===== src/rtl/bus_speed_pkg.sv =====
package bus_speed_pkg;
  typedef enum logic [1:0] {
    SPD_IDLE  = 2'd0,
    SPD_FAST  = 2'd1,
    SPD_SLOW  = 2'd2,
    SPD_XSLOW = 2'd3
  } spd_e;

  typedef enum logic [1:0] {
    TGT_NONE = 2'd0,
    TGT_ROM  = 2'd1,
    TGT_WRAM = 2'd2,
    TGT_REGS = 2'd3
  } tgt_e;

  typedef struct packed {
    tgt_e tgt;
    spd_e spd;
  } decode_t;
endpackage


===== src/rtl/bsd_classify.sv =====
module bsd_classify
  import bus_speed_pkg::*;
#(
  parameter logic [6:0]  WRAM_PAIR   = 7'h3F,
  parameter logic [15:0] LOWRAM_LAST = 16'h1FFF,
  parameter logic [15:0] REG_FIRST   = 16'h2000,
  parameter logic [15:0] REG_LAST    = 16'h5FFF,
  parameter logic [15:0] XSLOW_FIRST = 16'h4000,
  parameter logic [15:0] XSLOW_LAST  = 16'h41FF,
  parameter logic [15:0] SYS_LAST    = 16'h7FFF
) (
  input  logic [23:0] addr,
  input  logic        internal,
  input  logic        fast_en,
  output decode_t     dec
);
  logic [7:0]  bank;
  logic [15:0] ofs;
  logic        sys_bank;
  logic        in_sys;
  logic        in_reg;
  logic        in_xslow;

  always_comb begin
    bank     = addr[23:16];
    ofs      = addr[15:0];
    sys_bank = ~bank[6];
    in_sys   = sys_bank && (ofs <= SYS_LAST);
    in_reg   = (ofs >= REG_FIRST) && (ofs <= REG_LAST);
    in_xslow = (ofs >= XSLOW_FIRST) && (ofs <= XSLOW_LAST);

    if (internal) begin
      dec.tgt = TGT_NONE;
      dec.spd = SPD_FAST;
    end else if (bank[7:1] == WRAM_PAIR) begin
      dec.tgt = TGT_WRAM;
      dec.spd = SPD_SLOW;
    end else if (in_sys) begin
      if (ofs <= LOWRAM_LAST) begin
        dec.tgt = TGT_WRAM;
        dec.spd = SPD_SLOW;
      end else if (in_reg) begin
        dec.tgt = TGT_REGS;
        dec.spd = in_xslow ? SPD_XSLOW : SPD_FAST;
      end else begin
        dec.tgt = TGT_NONE;
        dec.spd = SPD_SLOW;
      end
    end else begin
      dec.tgt = TGT_ROM;
      dec.spd = (bank[7] && fast_en) ? SPD_FAST : SPD_SLOW;
    end
  end
endmodule


===== src/rtl/bsd_speed_ctl.sv =====
module bsd_speed_ctl (
  input  logic clk,
  input  logic rst_n,
  input  logic wr_en,
  input  logic wr_bit,
  output logic fast_en
);
  logic fast_d;

  always_comb begin
    fast_d = fast_en;
    if (wr_en) fast_d = wr_bit;
  end

  always_ff @(posedge clk or negedge rst_n) begin
    if (!rst_n) fast_en <= 1'b0;
    else        fast_en <= fast_d;
  end
endmodule


===== src/rtl/bsd_cycle_timer.sv =====
module bsd_cycle_timer
  import bus_speed_pkg::*;
#(
  parameter int CLK_FAST  = 6,
  parameter int CLK_SLOW  = 8,
  parameter int CLK_XSLOW = 12,
  localparam int CNT_W    = $clog2(CLK_XSLOW)
) (
  input  logic    clk,
  input  logic    rst_n,
  input  logic    start,
  input  decode_t dec,
  input  logic    wr,
  output logic    busy_o,
  output logic    done_o,
  output tgt_e    tgt_o,
  output spd_e    spd_o,
  output logic    we_o
);
  logic             busy_q, busy_d;
  logic [CNT_W-1:0] cnt_q, cnt_d;
  tgt_e             tgt_q, tgt_d;
  spd_e             spd_q, spd_d;
  logic             we_q, we_d;
  logic             accept;

  function automatic logic [CNT_W-1:0] last_count(input spd_e s);
    case (s)
      SPD_FAST:  last_count = CNT_W'(CLK_FAST - 1);
      SPD_XSLOW: last_count = CNT_W'(CLK_XSLOW - 1);
      default:   last_count = CNT_W'(CLK_SLOW - 1);
    endcase
  endfunction

  always_comb begin
    accept = start && (!busy_q || (cnt_q == '0));
    busy_d = busy_q;
    cnt_d  = cnt_q;
    tgt_d  = tgt_q;
    spd_d  = spd_q;
    we_d   = we_q;
    if (busy_q) begin
      if (cnt_q == '0) busy_d = 1'b0;
      else             cnt_d  = cnt_q - CNT_W'(1);
    end
    if (accept) begin
      busy_d = 1'b1;
      cnt_d  = last_count(dec.spd);
      tgt_d  = dec.tgt;
      spd_d  = dec.spd;
      we_d   = wr && (dec.tgt != TGT_NONE);
    end
  end

  always_ff @(posedge clk or negedge rst_n) begin
    if (!rst_n) begin
      busy_q <= 1'b0;
      cnt_q  <= '0;
      tgt_q  <= TGT_NONE;
      spd_q  <= SPD_IDLE;
      we_q   <= 1'b0;
    end else begin
      busy_q <= busy_d;
      cnt_q  <= cnt_d;
      tgt_q  <= tgt_d;
      spd_q  <= spd_d;
      we_q   <= we_d;
    end
  end

  assign busy_o = busy_q;
  assign done_o = busy_q && (cnt_q == '0);
  assign tgt_o  = busy_q ? tgt_q : TGT_NONE;
  assign spd_o  = busy_q ? spd_q : SPD_IDLE;
  assign we_o   = busy_q && we_q;
endmodule


===== src/rtl/bus_speed_decoder.sv =====
module bus_speed_decoder
  import bus_speed_pkg::*;
#(
  parameter int CLK_FAST  = 6,
  parameter int CLK_SLOW  = 8,
  parameter int CLK_XSLOW = 12,
  localparam int NSEL     = 3
) (
  input  logic        clk,
  input  logic        rst_n,
  input  logic [23:0] cpu_addr,
  input  logic        cpu_wr,
  input  logic        cyc_start,
  input  logic        cyc_internal,
  input  logic        spd_we,
  input  logic        spd_bit,
  output logic        cs_rom,
  output logic        cs_wram,
  output logic        cs_regs,
  output logic [1:0]  cyc_speed,
  output logic        cyc_done,
  output logic        bus_we
);
  logic [1:0]      rst_sync;
  logic            rst_int_n;
  logic            fast_en;
  decode_t         dec;
  logic            busy;
  tgt_e            tgt;
  spd_e            spd;
  logic [NSEL-1:0] sel;

  always_ff @(posedge clk or negedge rst_n) begin
    if (!rst_n) rst_sync <= 2'b00;
    else        rst_sync <= {rst_sync[0], 1'b1};
  end
  assign rst_int_n = rst_sync[1];

  bsd_speed_ctl u_speed (
    .clk     (clk),
    .rst_n   (rst_int_n),
    .wr_en   (spd_we),
    .wr_bit  (spd_bit),
    .fast_en (fast_en)
  );

  bsd_classify u_class (
    .addr     (cpu_addr),
    .internal (cyc_internal),
    .fast_en  (fast_en),
    .dec      (dec)
  );

  bsd_cycle_timer #(
    .CLK_FAST  (CLK_FAST),
    .CLK_SLOW  (CLK_SLOW),
    .CLK_XSLOW (CLK_XSLOW)
  ) u_timer (
    .clk    (clk),
    .rst_n  (rst_int_n),
    .start  (cyc_start),
    .dec    (dec),
    .wr     (cpu_wr),
    .busy_o (busy),
    .done_o (cyc_done),
    .tgt_o  (tgt),
    .spd_o  (spd),
    .we_o   (bus_we)
  );

  for (genvar g = 0; g < NSEL; g++) begin : g_sel
    assign sel[g] = busy && (tgt == tgt_e'(2'(g + 1)));
  end

  assign cs_rom    = sel[0];
  assign cs_wram   = sel[1];
  assign cs_regs   = sel[2];
  assign cyc_speed = spd;
endmodule


===== config.mk =====
export PLATFORM = sky130hd
export DESIGN_NAME = bus_speed_decoder
export DESIGN_NICKNAME = d
export VERILOG_FILES = /design/src/rtl/bus_speed_pkg.sv /design/src/rtl/bsd_classify.sv /design/src/rtl/bsd_speed_ctl.sv /design/src/rtl/bsd_cycle_timer.sv /design/src/rtl/bus_speed_decoder.sv
export SDC_FILE = /design/constraint.sdc
export NUM_CORES = 1
export LEC_CHECK = 0
export ABC_AREA = 0
export BUFFER_PORTS_ARGS = -buffer_cell sky130_fd_sc_hd__buf_2
export CAP_MARGIN = 40
export CORE_MARGIN = 5
export CORE_UTILIZATION = 46
export CTS_CLUSTER_SIZE = 12
export DETAILED_ROUTE_END_ITERATION = 10
export HOLD_SLACK_MARGIN = 0.1
export PLACE_DENSITY = 0.82
export SYNTH_ARGS = -nofsm -noshare
export SYNTH_HDL_FRONTEND = slang
export SYNTH_SLANG_ARGS = --single-unit

===== constraint.sdc =====
create_clock -name clk -period 2.21 [get_ports clk]
set_input_delay 0.442 -clock clk [delete_from_list [all_inputs] [get_ports clk]]
set_output_delay 0.442 -clock clk [all_outputs]
set_load 0.1 [all_outputs]

==> results of run 1 <==
## synth_stat cells
master,count
dfrtp_1,13
o21ai_0,6
nor3_1,1
o211a_1,1
conb_1,1
xnor2_1,1
o21bai_1,1
o311ai_0,1
mux2_2,2
o41ai_1,1
nor4_1,2
a21oi_1,2
nand2b_1,2
nand3_1,2
o22a_1,1
nor2_1,5
and2_1,4
a211oi_1,2
nor3b_2,1
nand4b_1,1
ha_1,1
o31ai_1,1
xor2_1,1
inv_1,5
a211oi_2,1
o22ai_1,1
and3_1,2
and3b_1,1
buf_2,2
nor4b_1,1
nor3b_1,3
nand2_1,7
## power groups by stage
stage / combinational, W / clock (W) / sequential [W]
floorplan: 0.000644 / 0 / 0.000387
global placement: 0.000730 / 0 / 0.000408
detailed placement: 0.000742 / 0 / 0.000411
CTS: 0.000747 / 0.000148 / 0.000407
global route: 0.000808 / 0.000161 / 0.000423
finish: 0.000743 / 0.000140 / 0.000406
## flip-flops by register name, summed over array words and instances (netlist names)
name / cells
u_timer.busy_o: 1
u_timer.cnt_q: 4
u_timer.spd_q: 2
u_timer.we_q: 1
rst_sync: 2
u_speed.fast_en: 1
u_timer.tgt_q: 2
## cells by family (layout without fill, tap and decap cells)
family / Yosys count / after routing / synth area share [%]
and+or+nand+nor: 32 / 32 / 25.6
AOI/OAI and AO/OA: 18 / 18 / 17.4
DFF: 13 / 13 / 45.2
buffers and inverters: 7 / 38 / 4.00
xor gates and xnor gates: 2 / 2 / 2.44
muxes: 2 / 2 / 3.13
adders and majority gates: 1 / 1 / 1.74
other: 1 / 1 / 0.521
## through the flow
| step | std cells | total power (W) | worst slack (ns) | instance area (sq um) | hold WS, ns |
|---|---|---|---|---|---|
| 2_1_floorplan | 76 | 0.00103 | 0.00935 | 724 | 0.134 |
| 3_3_place_gp | 118 | 0.00114 | 0.335 | 877 | 0.190 |
| 3_5_place_dp | 118 | 0.00115 | 0.315 | 877 | 0.194 |
| 4_1_cts | 123 | 0.00130 | 0.00277 | 915 | 0.202 |
| 5_1_grt | 123 | 0.00139 | 0.0347 | 917 | 0.233 |
| 6_report | 123 | 0.00129 | 0.154 | 917 | 0.183 |
## routing by layer
metal  routed length [um]  GRT usage, %
met1                  623          14.9
met2                  780          22.5
met3                   90          6.02
met4                    0          2.62
met5                    0             0
## layout make-up
cell class	count	share of cell area [%]
clock inverter	1	0.546
multi-input combinational	56	40.4
timing repair buffer	29	16.9
clock buffer	3	2.46
inverter	5	2.05
sequential	13	35.5
tap	16	2.18
## how the worst min path moves through the flow
stage | end | slack, ns | cells past startpoint
final | u_timer.cnt_q[1] | 0.18 | 0
after global routing | u_timer.cnt_q[3] | 0.23 | 0
after CTS | u_timer.cnt_q[1] | 0.20 | 0
after detailed placement | u_timer.cnt_q[1] | 0.19 | 0
after global placement | u_timer.cnt_q[3] | 0.19 | 0
after floorplan | u_speed.fast_en | 0.13 | 0
## timing repair
item                                   CTS  global route
setup endpoints to repair                0             1
resized for setup                        0             2
endpoints found under the hold margin    2             0
hold buffers                             1             0
==> summary.md, run 1 <==
| Metric | Value |
|---|---|
| Multi-input gate area | 370 sq um |
| Mapped Area | 719 sq um |
| Worst path arrival time | 1.61 ns |
| Worst-path clk slew | 0.08 ns |
| Crit end category | primary output |
| Area leader, netlist | dfrtp_1 |
| Worst path required time | 1.77 ns |
| R2R depth | 6 |
| Post-route ant nets | 0 |
| End point of the critical path | cyc_done |
| Slew Viols, Final | 0 |
| Slowest-stage cell, CP | dfrtp_1 |
| Initial DRC Count | 8 |
| Number of CTS-inserted buffers | 3 |
| Clk root buf | clkbuf_4 |
| First-pass GRT wire length | 2570 um |
| Antenna violations before repair | 0 |
| Routed vias | 651 |
| Clock Power Share | 10.9% |
| Synthesis warning total | 0 |
| DR vias/cell | 5.29 |
| WL final | 1490 um |
| Vias in the first global route | 642 |
| Setup Buffers After CTS | 0 |
| Clk buf depth | 2 |
| Drt wl/cell | 12.1 um |
| Sw Ratio | 53.2% |
| Synth Area per Inst | 9.47 sq um |
| DIE AREA | 2450 sq um |
| Skew final | 0.00390 ns |
| Final Wtd Congestion | 0.780 |
| Syn Nets | 108 |
| Yosys reg bits | 13 |
| Total grt overflow | 0 |
| Worst Setup SP | u_timer.cnt_q[0] |
| Leakage dissipation | 0.466 nW |
| Min Tclk post-route | 2.06 ns |
| Final setup viols | 0 |
| Final hold violation count | 0 |
| Clock Sinks | 13 |
| Initial core utilization | 48.3% |
| Syn Inst Count | 76 |
| Delay-heaviest family, CP | flip-flops |
| Share of cells above drive strength 1 | 34.6% |
| Drc violations | 0 |
| Largest net degree at the start of global routing | 12 |
| Status | complete, no violations |
| Max-cap violations | 0 |
| Max IR drop VDD | 0.000806 V |
| Die Y-Extent | 49.5 um |
| P per Cell Area | 1410 nW/um^2 |
| Fmax | 486 MHz |
| Hold WC Path Type | reg -> async |
| RSZ-0062 raised after global routing | no |
| TNS Setup | 0 ns |
| Layout area overhead | 27.5% |
| R2R Setup Slk | 0.59 ns |
| Most common cell after layout, fill and taps aside | buf_2 |
| Share of the synthesized area in the top cell type | 45.2% |
| Top post-synthesis cells by area | dfrtp_1 (45%), o21ai_0 (4.2%), nand2_1 (3.7%) |
| CP max FO | 3 |
| IO buf count | 27 |
| Count of different cell masters after synthesis | 32 |
| Io pins | 38 |
| Switching power total | 0.000686 W |
| Final worst-path cycle share | 93.0% |
| H-tree depth | 1 |
| CTS tree | yes |
| Sequential share of power | 31.5% |
| R2r endpoint | u_timer.tgt_q[0] |
| Critical Path Max Stage Delay | 0.40 ns |
| Core Rows | 14 |
| Register area share after synthesis | 45.2% |
| Tot GR Track Use | 13.1% |
| Logic pwr share | 57.6% |
| Clk_lat worst skew | 0.27 ns |
| Buffers & Inverters on Critical Path | 2 |
| Die width | 49.5 um |
| CP cell instances | inv_1 -> ha_1 -> nor3b_2 -> and2_1 -> buf_4 |
| Int Power | 0.000604 W |
| Reg2reg start | u_timer.cnt_q[0] |
| Crit path kind | reg -> out |
| Fillers | 126 |
| Utilization after layout | 61.6% |
| Core ar. | 1490 sq um |
| CP Launch Type | flop |
| Most frequent cells in the layout | buf_2 (26), dfrtp_1 (13), nand2_1 (7) |
| DP HPWL | 1220 um |
| # nets final | 140 |
| Critical Path Stages | 5 |
| Sequential Area | 325 sq um |
| Diodes inserted | 0 |
| TritonRoute pass-1 iters | 4 |
(Power assumes the default switching activity.)
==> run 2: changes to the inputs <==
CORE_UTILIZATION = 43   (was 46)
PLACE_DENSITY = 0.77   (was 0.82)
clock period = 2.2 ns   (was 2.21 ns; I/O delays follow)
==> summary.md, run 2 (synthesized netlist as in run 1, its figures left out) <==
| Metric | Value |
|---|---|
| Initial DRC Count | 6 (-2) |
| H-tree depth | 1 (unchanged) |
| Clk buf depth | 2 (unchanged) |
| Max IR drop VDD | 0.00111 V (+38%) |
| Core ar. | 1540 sq um (+3.5%) |
| Reg2reg start | u_timer.cnt_q[0] |
| R2R Setup Slk | 0.57 ns (-0.02 ns) |
| Fmax | 489 MHz |
| Io pins | 38 (unchanged) |
| Most frequent cells in the layout | buf_2 (26), dfrtp_1 (13), nand2_1 (7) |
| Crit end category | primary output |
| IO buf count | 27 (unchanged) |
| Sequential share of power | 31.3% (-0.2 points) |
| Logic pwr share | 57.4% (-0.2 points) |
| Hold WC Path Type | reg -> async |
| Largest Register | u_timer.cnt_q |
| Antenna violations before repair | 0 (unchanged) |
| CP max FO | 3 (unchanged) |
| Initial core utilization | 46.7% (-1.6 points) |
| Drt wl/cell | 12.8 um (+5.3%) |
| Sequential Area | 325 sq um (unchanged) |
| Final hold violation count | 0 (unchanged) |
| Post-route ant nets | 0 (unchanged) |
| TritonRoute pass-1 iters | 4 (unchanged) |
| Worst path required time | 1.76 ns (about the same) |
| # nets final | 140 (unchanged) |
| Final worst-path cycle share | 93.0% |
| Drc violations | 0 (unchanged) |
| CTS tree | yes |
| Total power | 0.00130 W (+1.1%) |
| Min Tclk post-route | 2.05 ns |
| Worst path arrival time | 1.61 ns (about the same) |
| First-pass GRT wire length | 2660 um (+3.5%) |
| R2R depth | 6 (unchanged) |
| Slew Viols, Final | 0 (unchanged) |
| Most common cell after layout, fill and taps aside | buf_2 |
| Clock Sinks | 13 (unchanged) |
| Slowest-stage cell, CP | dfrtp_1 |
| Switching power total | 0.000697 W (+1.7%) |
| TNS Setup | 0 ns (unchanged) |
| Setup Buffers After CTS | 0 (unchanged) |
| Delay-heaviest family, CP | flip-flops |
| Multi-input gate area | 370 sq um (unchanged) |
| Layout area overhead | 27.5% (unchanged) |
| Share of cells above drive strength 1 | 34.6% (unchanged) |
| Clk root buf | clkbuf_4 |
| CP cell instances | inv_1 -> ha_1 -> nor3b_2 -> and2_1 -> buf_4 |
| WL final | 1570 um (+5.3%) |
| CP Launch Type | flop |
| Tot GR Track Use | 13.1% (-0.014 points) |
| Clk_lat worst skew | 0.28 ns (about the same) |
| Crit path kind | reg -> out |
| Final Wtd Congestion | 0.794 (+1.8%) |
| Buffers & Inverters on Critical Path | 2 (unchanged) |
| Vias in the first global route | 627 (-2.3%) |
| Diodes inserted | 0 (unchanged) |
| Die width | 50.9 um (+2.7%) |
| Sw Ratio | 53.5% (+0.31 points) |
| Largest net degree at the start of global routing | 12 (unchanged) |
| RSZ-0062 raised after global routing | no |
| Total grt overflow | 0 (unchanged) |
| Leakage dissipation | 0.466 nW (unchanged) |
| Fillers | 145 (+15%) |
| Final setup viols | 0 (unchanged) |
| Max reg flops | 4 (unchanged) |
| Number of CTS-inserted buffers | 3 (unchanged) |
| DR vias/cell | 5.36 (+1.2%) |
| R2r endpoint | u_timer.tgt_q[0] |
| Critical Path Max Stage Delay | 0.40 ns (about the same) |
| P per Cell Area | 1420 nW/um^2 (+1.1%) |
| Worst-path clk slew | 0.08 ns (about the same) |
| Core Rows | 14 (unchanged) |
| Routed vias | 659 (+1.2%) |
| Clock Power Share | 11.3% (+0.4 points) |
| Int Power | 0.000607 W (+0.46%) |
| DP HPWL | 1260 um (+3.4%) |
| Die Y-Extent | 50.9 um (+2.7%) |
| Status | complete, no violations |
| Max-cap violations | 0 (unchanged) |
| Skew final | 0.00251 ns (-0.00139 ns) |
| DIE AREA | 2590 sq um (+5.6%) |
==> run 2: cell counts in the layout (fill, tap and decap cells not counted) <==
No cell type changed its count.
==> run 2: worst max-delay path by stage <==
stage | startpoint | to | cells after the start
finish | u_timer.cnt_q[0] | cyc_done | 5
global route | u_timer.cnt_q[0] | cyc_done | 5
CTS | u_timer.cnt_q[0] | cyc_done | 5
detailed placement | u_timer.cnt_q[0] | cyc_done | 5
global placement | u_timer.cnt_q[0] | cyc_done | 5
floorplan | u_timer.busy_o | cs_rom | 3
==> run 2: cell type report <==
type | instances | area share [%]
Multi-Input combinational cell | 56 | 40.4
Sequential cell | 13 | 35.5
Timing Repair Buffer | 29 | 16.9
Clock buffer | 3 | 2.46
Tap cell | 16 | 2.18
Inverter | 5 | 2.05
Clock inverter | 1 | 0.546
==> run 2: stage by stage <==
| stage | instances | setup WS (ns) | hold slack, ns | utilization, % | area, sq um |
|---|---|---|---|---|---|
| global route | 123 | 0.00180 | 0.232 | 59.5 | 917 |
| floorplan | 76 | 0.00135 | 0.134 | - | 724 |
| detailed placement | 118 | 0.317 | 0.201 | 56.9 | 877 |
| global placement | 118 | 0.333 | 0.195 | 56.9 | 877 |
| CTS | 123 | 0.00467 | 0.203 | 59.3 | 915 |
| finish | 123 | 0.154 | 0.188 | 59.5 | 917 |
==> run 2: worst register-to-register path: cells and delay by family, from the launching register on <==
family	cells	cell delay [ns]
flip-flops	1	0.40
AO/OA/AOI/OAI	2	0.45
buffers and inverters	2	0.26
adder cells (fa/ha/maj)	1	0.20
AND/OR/NAND/NOR	1	0.21
==> run 2: what timing repair did <==
item,in CTS,in global routing
gates resized for setup,0,2
hold buffers,1,0
hold endpoints to repair,2,0
endpoints found under the setup margin,0,1
==> run 2: routing by layer <==
layer / part of all wire, % / global-route usage, % / up-vias
met5: 0 / 0 / -
met4: 0.32 / 2.55 / 0
met3: 5.9 / 5.52 / 3
met2: 50 / 21.3 / 18
met1: 43 / 16.4 / 303
li1: - / - / 335
==> run 2: power groups by stage <==
stage	registers, W	clock network, W	logic, W
after floorplan	0.000389	0	0.000647
after global placement	0.000410	0	0.000733
after detailed placement	0.000415	0	0.000745
after CTS	0.000410	0.000153	0.000751
after global routing	0.000427	0.000164	0.000807
final	0.000408	0.000148	0.000748
==> run 3: changes to the inputs <==
CORE_ASPECT_RATIO = 0.75   (was default)
CORE_UTILIZATION = 39   (was 43)
PLACE_DENSITY = 0.74   (was 0.77)
SLEW_MARGIN = 20   (was default)
clock period = 1.7 ns   (was 2.2 ns; I/O delays follow)
==> summary.md, run 3 (synthesized netlist as in run 1, its figures left out) <==
| Metric | Value |
|---|---|
| Worst-path clk slew | 0.08 ns (about the same) |
| Clock Sinks | 13 (unchanged) |
| Diodes inserted | 0 (unchanged) |
| Total power | 0.00215 W (+65%) |
| Core Rows | 13 (-1) |
| TritonRoute pass-1 iters | 4 (unchanged) |
| Drt wl/cell | 13.8 um (+7.8%) |
| Vias in the first global route | 682 (+8.8%) |
| Slowest-stage cell, CP | dfrtp_1 |
| Crit end category | primary output |
| Routed vias | 712 (+8.0%) |
| CP max FO | 2 (-1) |
| Initial core utilization | 41.3% (-5.3 points) |
| Final hold violation count | 0 (unchanged) |
| Largest Register | u_timer.cnt_q |
| Hold WC Path Type | reg -> async |
| Fmax | 573 MHz |
| DIE AREA | 2810 sq um (+8.5%) |
| Share of cells above drive strength 1 | 43.5% (+8.9 points) |
| DR vias/cell | 5.20 (-3.0%) |
| Final setup viols | 1 (+1) |
| Worst path required time | 1.36 ns (-0.40 ns) |
| Placed Instances | 126 (+6.8%) |
| Status | finished with violations |
| Leakage dissipation | 0.537 nW (+15%) |
| Final worst-path cycle share | 103% |
| CTS tree | yes |
| Final Wtd Congestion | 0.801 (+0.98%) |
| Max IR drop VDD | 0.00131 V (+18%) |
| Largest net degree at the start of global routing | 12 (unchanged) |
| WL final | 1890 um (+20%) |
| Antenna violations before repair | 0 (unchanged) |
| Drc violations | 0 (unchanged) |
| DP HPWL | 1460 um (+16%) |
| Post-DP Area | 1010 sq um (+15%) |
| Skew final | 0.00616 ns (+0.00365 ns) |
| Non-filler cells, final | 137 (+11%) |
| Core ar. | 1740 sq um (+13%) |
| DP Worst Slack | 0.118 ns (-0.199 ns) |
| Max reg flops | 4 (unchanged) |
| RSZ-0062 raised after global routing | yes |
| Number of CTS-inserted buffers | 3 (unchanged) |
| CP cell instances | inv_2 -> ha_4 -> nor3b_4 -> and2_4 -> buf_12 |
| Failing checks | negative setup slack |
| H-tree depth | 1 (unchanged) |
| Io pins | 38 (unchanged) |
| Die width | 59.6 um (+17%) |
| Finished Cell Area | 1130 sq um (+23%) |
| Initial DRC Count | 17 (+11) |
| Die Y-Extent | 47.2 um (-7.3%) |
| Clk root buf | clkbuf_4 |
| Most common cell after layout, fill and taps aside | buf_2 |
| Final WS setup | -0.0455 ns (-0.199 ns) |
| P per Cell Area | 1900 nW/um^2 (+34%) |
| Slew Viols, Final | 0 (unchanged) |
| Tot GR Track Use | 14.9% (+1.8 points) |
| Clk_lat worst skew | 0.27 ns (about the same) |
| CP Launch Type | flop |
| Total grt overflow | 0 (unchanged) |
| Crit path kind | reg -> out |
| Clk buf depth | 2 (unchanged) |
| Most frequent cells in the layout | buf_2 (20), dfrtp_1 (13), buf_4 (9) |
| Post-route ant nets | 0 (unchanged) |
| First-pass GRT wire length | 3050 um (+14%) |
| Layout area overhead | 56.9% |
| Max-cap violations | 0 (unchanged) |
| Critical Path Max Stage Delay | 0.40 ns (about the same) |
| # nets final | 148 (+5.7%) |
| IO buf count | 27 (unchanged) |
| Min Tclk post-route | 1.75 ns |
| Worst path arrival time | 1.41 ns (-0.20 ns) |
==> run 3: metal layers <==
metal,track usage [%],part of all wire (%)
met4,4.87,1.9
met5,0,0
met2,25.9,53
met3,5.49,6.0
met1,17.3,39
==> run 3: through the flow <==
| step | setup TNS, ns | util, % | hold slack [ns] |
|---|---|---|---|
| after floorplan | -0.390 | - | 0.0444 |
| after global placement | 0 | 57.9 | 0.124 |
| after detailed placement | 0 | 57.9 | 0.126 |
| after CTS | -0.0355 | 63.3 | 0.197 |
| after global routing | -0.112 | 64.8 | 0.229 |
| final | -0.0455 | 64.8 | 0.173 |
==> run 3: what timing repair did <==
action | CTS | global route
hold endpoints to repair | 2 | 0
setup endpoints to repair | 1 | 2
cloned | 0 | 0
gates resized for setup | 6 | 2
buffers inserted | 5 | 1
pin swaps | 2 | 1
hold buffers | 1 | 0
==> run 3: worst paths after layout <==
check                            startpoint          endpoint  slack (ns)  depth (start not counted)
setup / recovery           u_timer.cnt_q[0]          cyc_done       -0.05                          5
hold / removal                  rst_sync[1]  u_timer.cnt_q[2]        0.17                          0
setup reg to reg           u_timer.cnt_q[0]  u_timer.cnt_q[2]        0.10                          8
hold reg to reg                 rst_sync[1]  u_timer.cnt_q[2]        0.17                          0
max in group asynchronous       rst_sync[1]  u_timer.cnt_q[3]        1.22                          0
min in group clk                    spd_bit   u_speed.fast_en        0.32                          2
==> run 3: area by class of cell <==
cell class / count / area [sq um]
Sequential cell: 13 / 325
Tap cell: 22 / 27.5
Clock buffer: 4 / 26.3
Timing Repair Buffer: 37 / 318
Fill cell: 130 / 612
Multi-Input combinational cell: 56 / 413
Inverter: 5 / 18.8
==> run 3: report_power, final <==
part	internal, W	total, W	switching (W)
registers	0.000426	0.000533	0.000107
logic	0.000603	0.00143	0.000827
clock network	0.0000908	0.000185	0.0000942
total	0.00112	0.00215	0.00103
==> run 3: worst max-delay path: cells and delay by family, from the launching register on <==
| family | cells | cell delay (ns) |
|---|---|---|
| buffers and inverters | 2 | 0.24 |
| DFF | 1 | 0.40 |
| and+or+nand+nor | 2 | 0.36 |
| adders and majority gates | 1 | 0.13 |
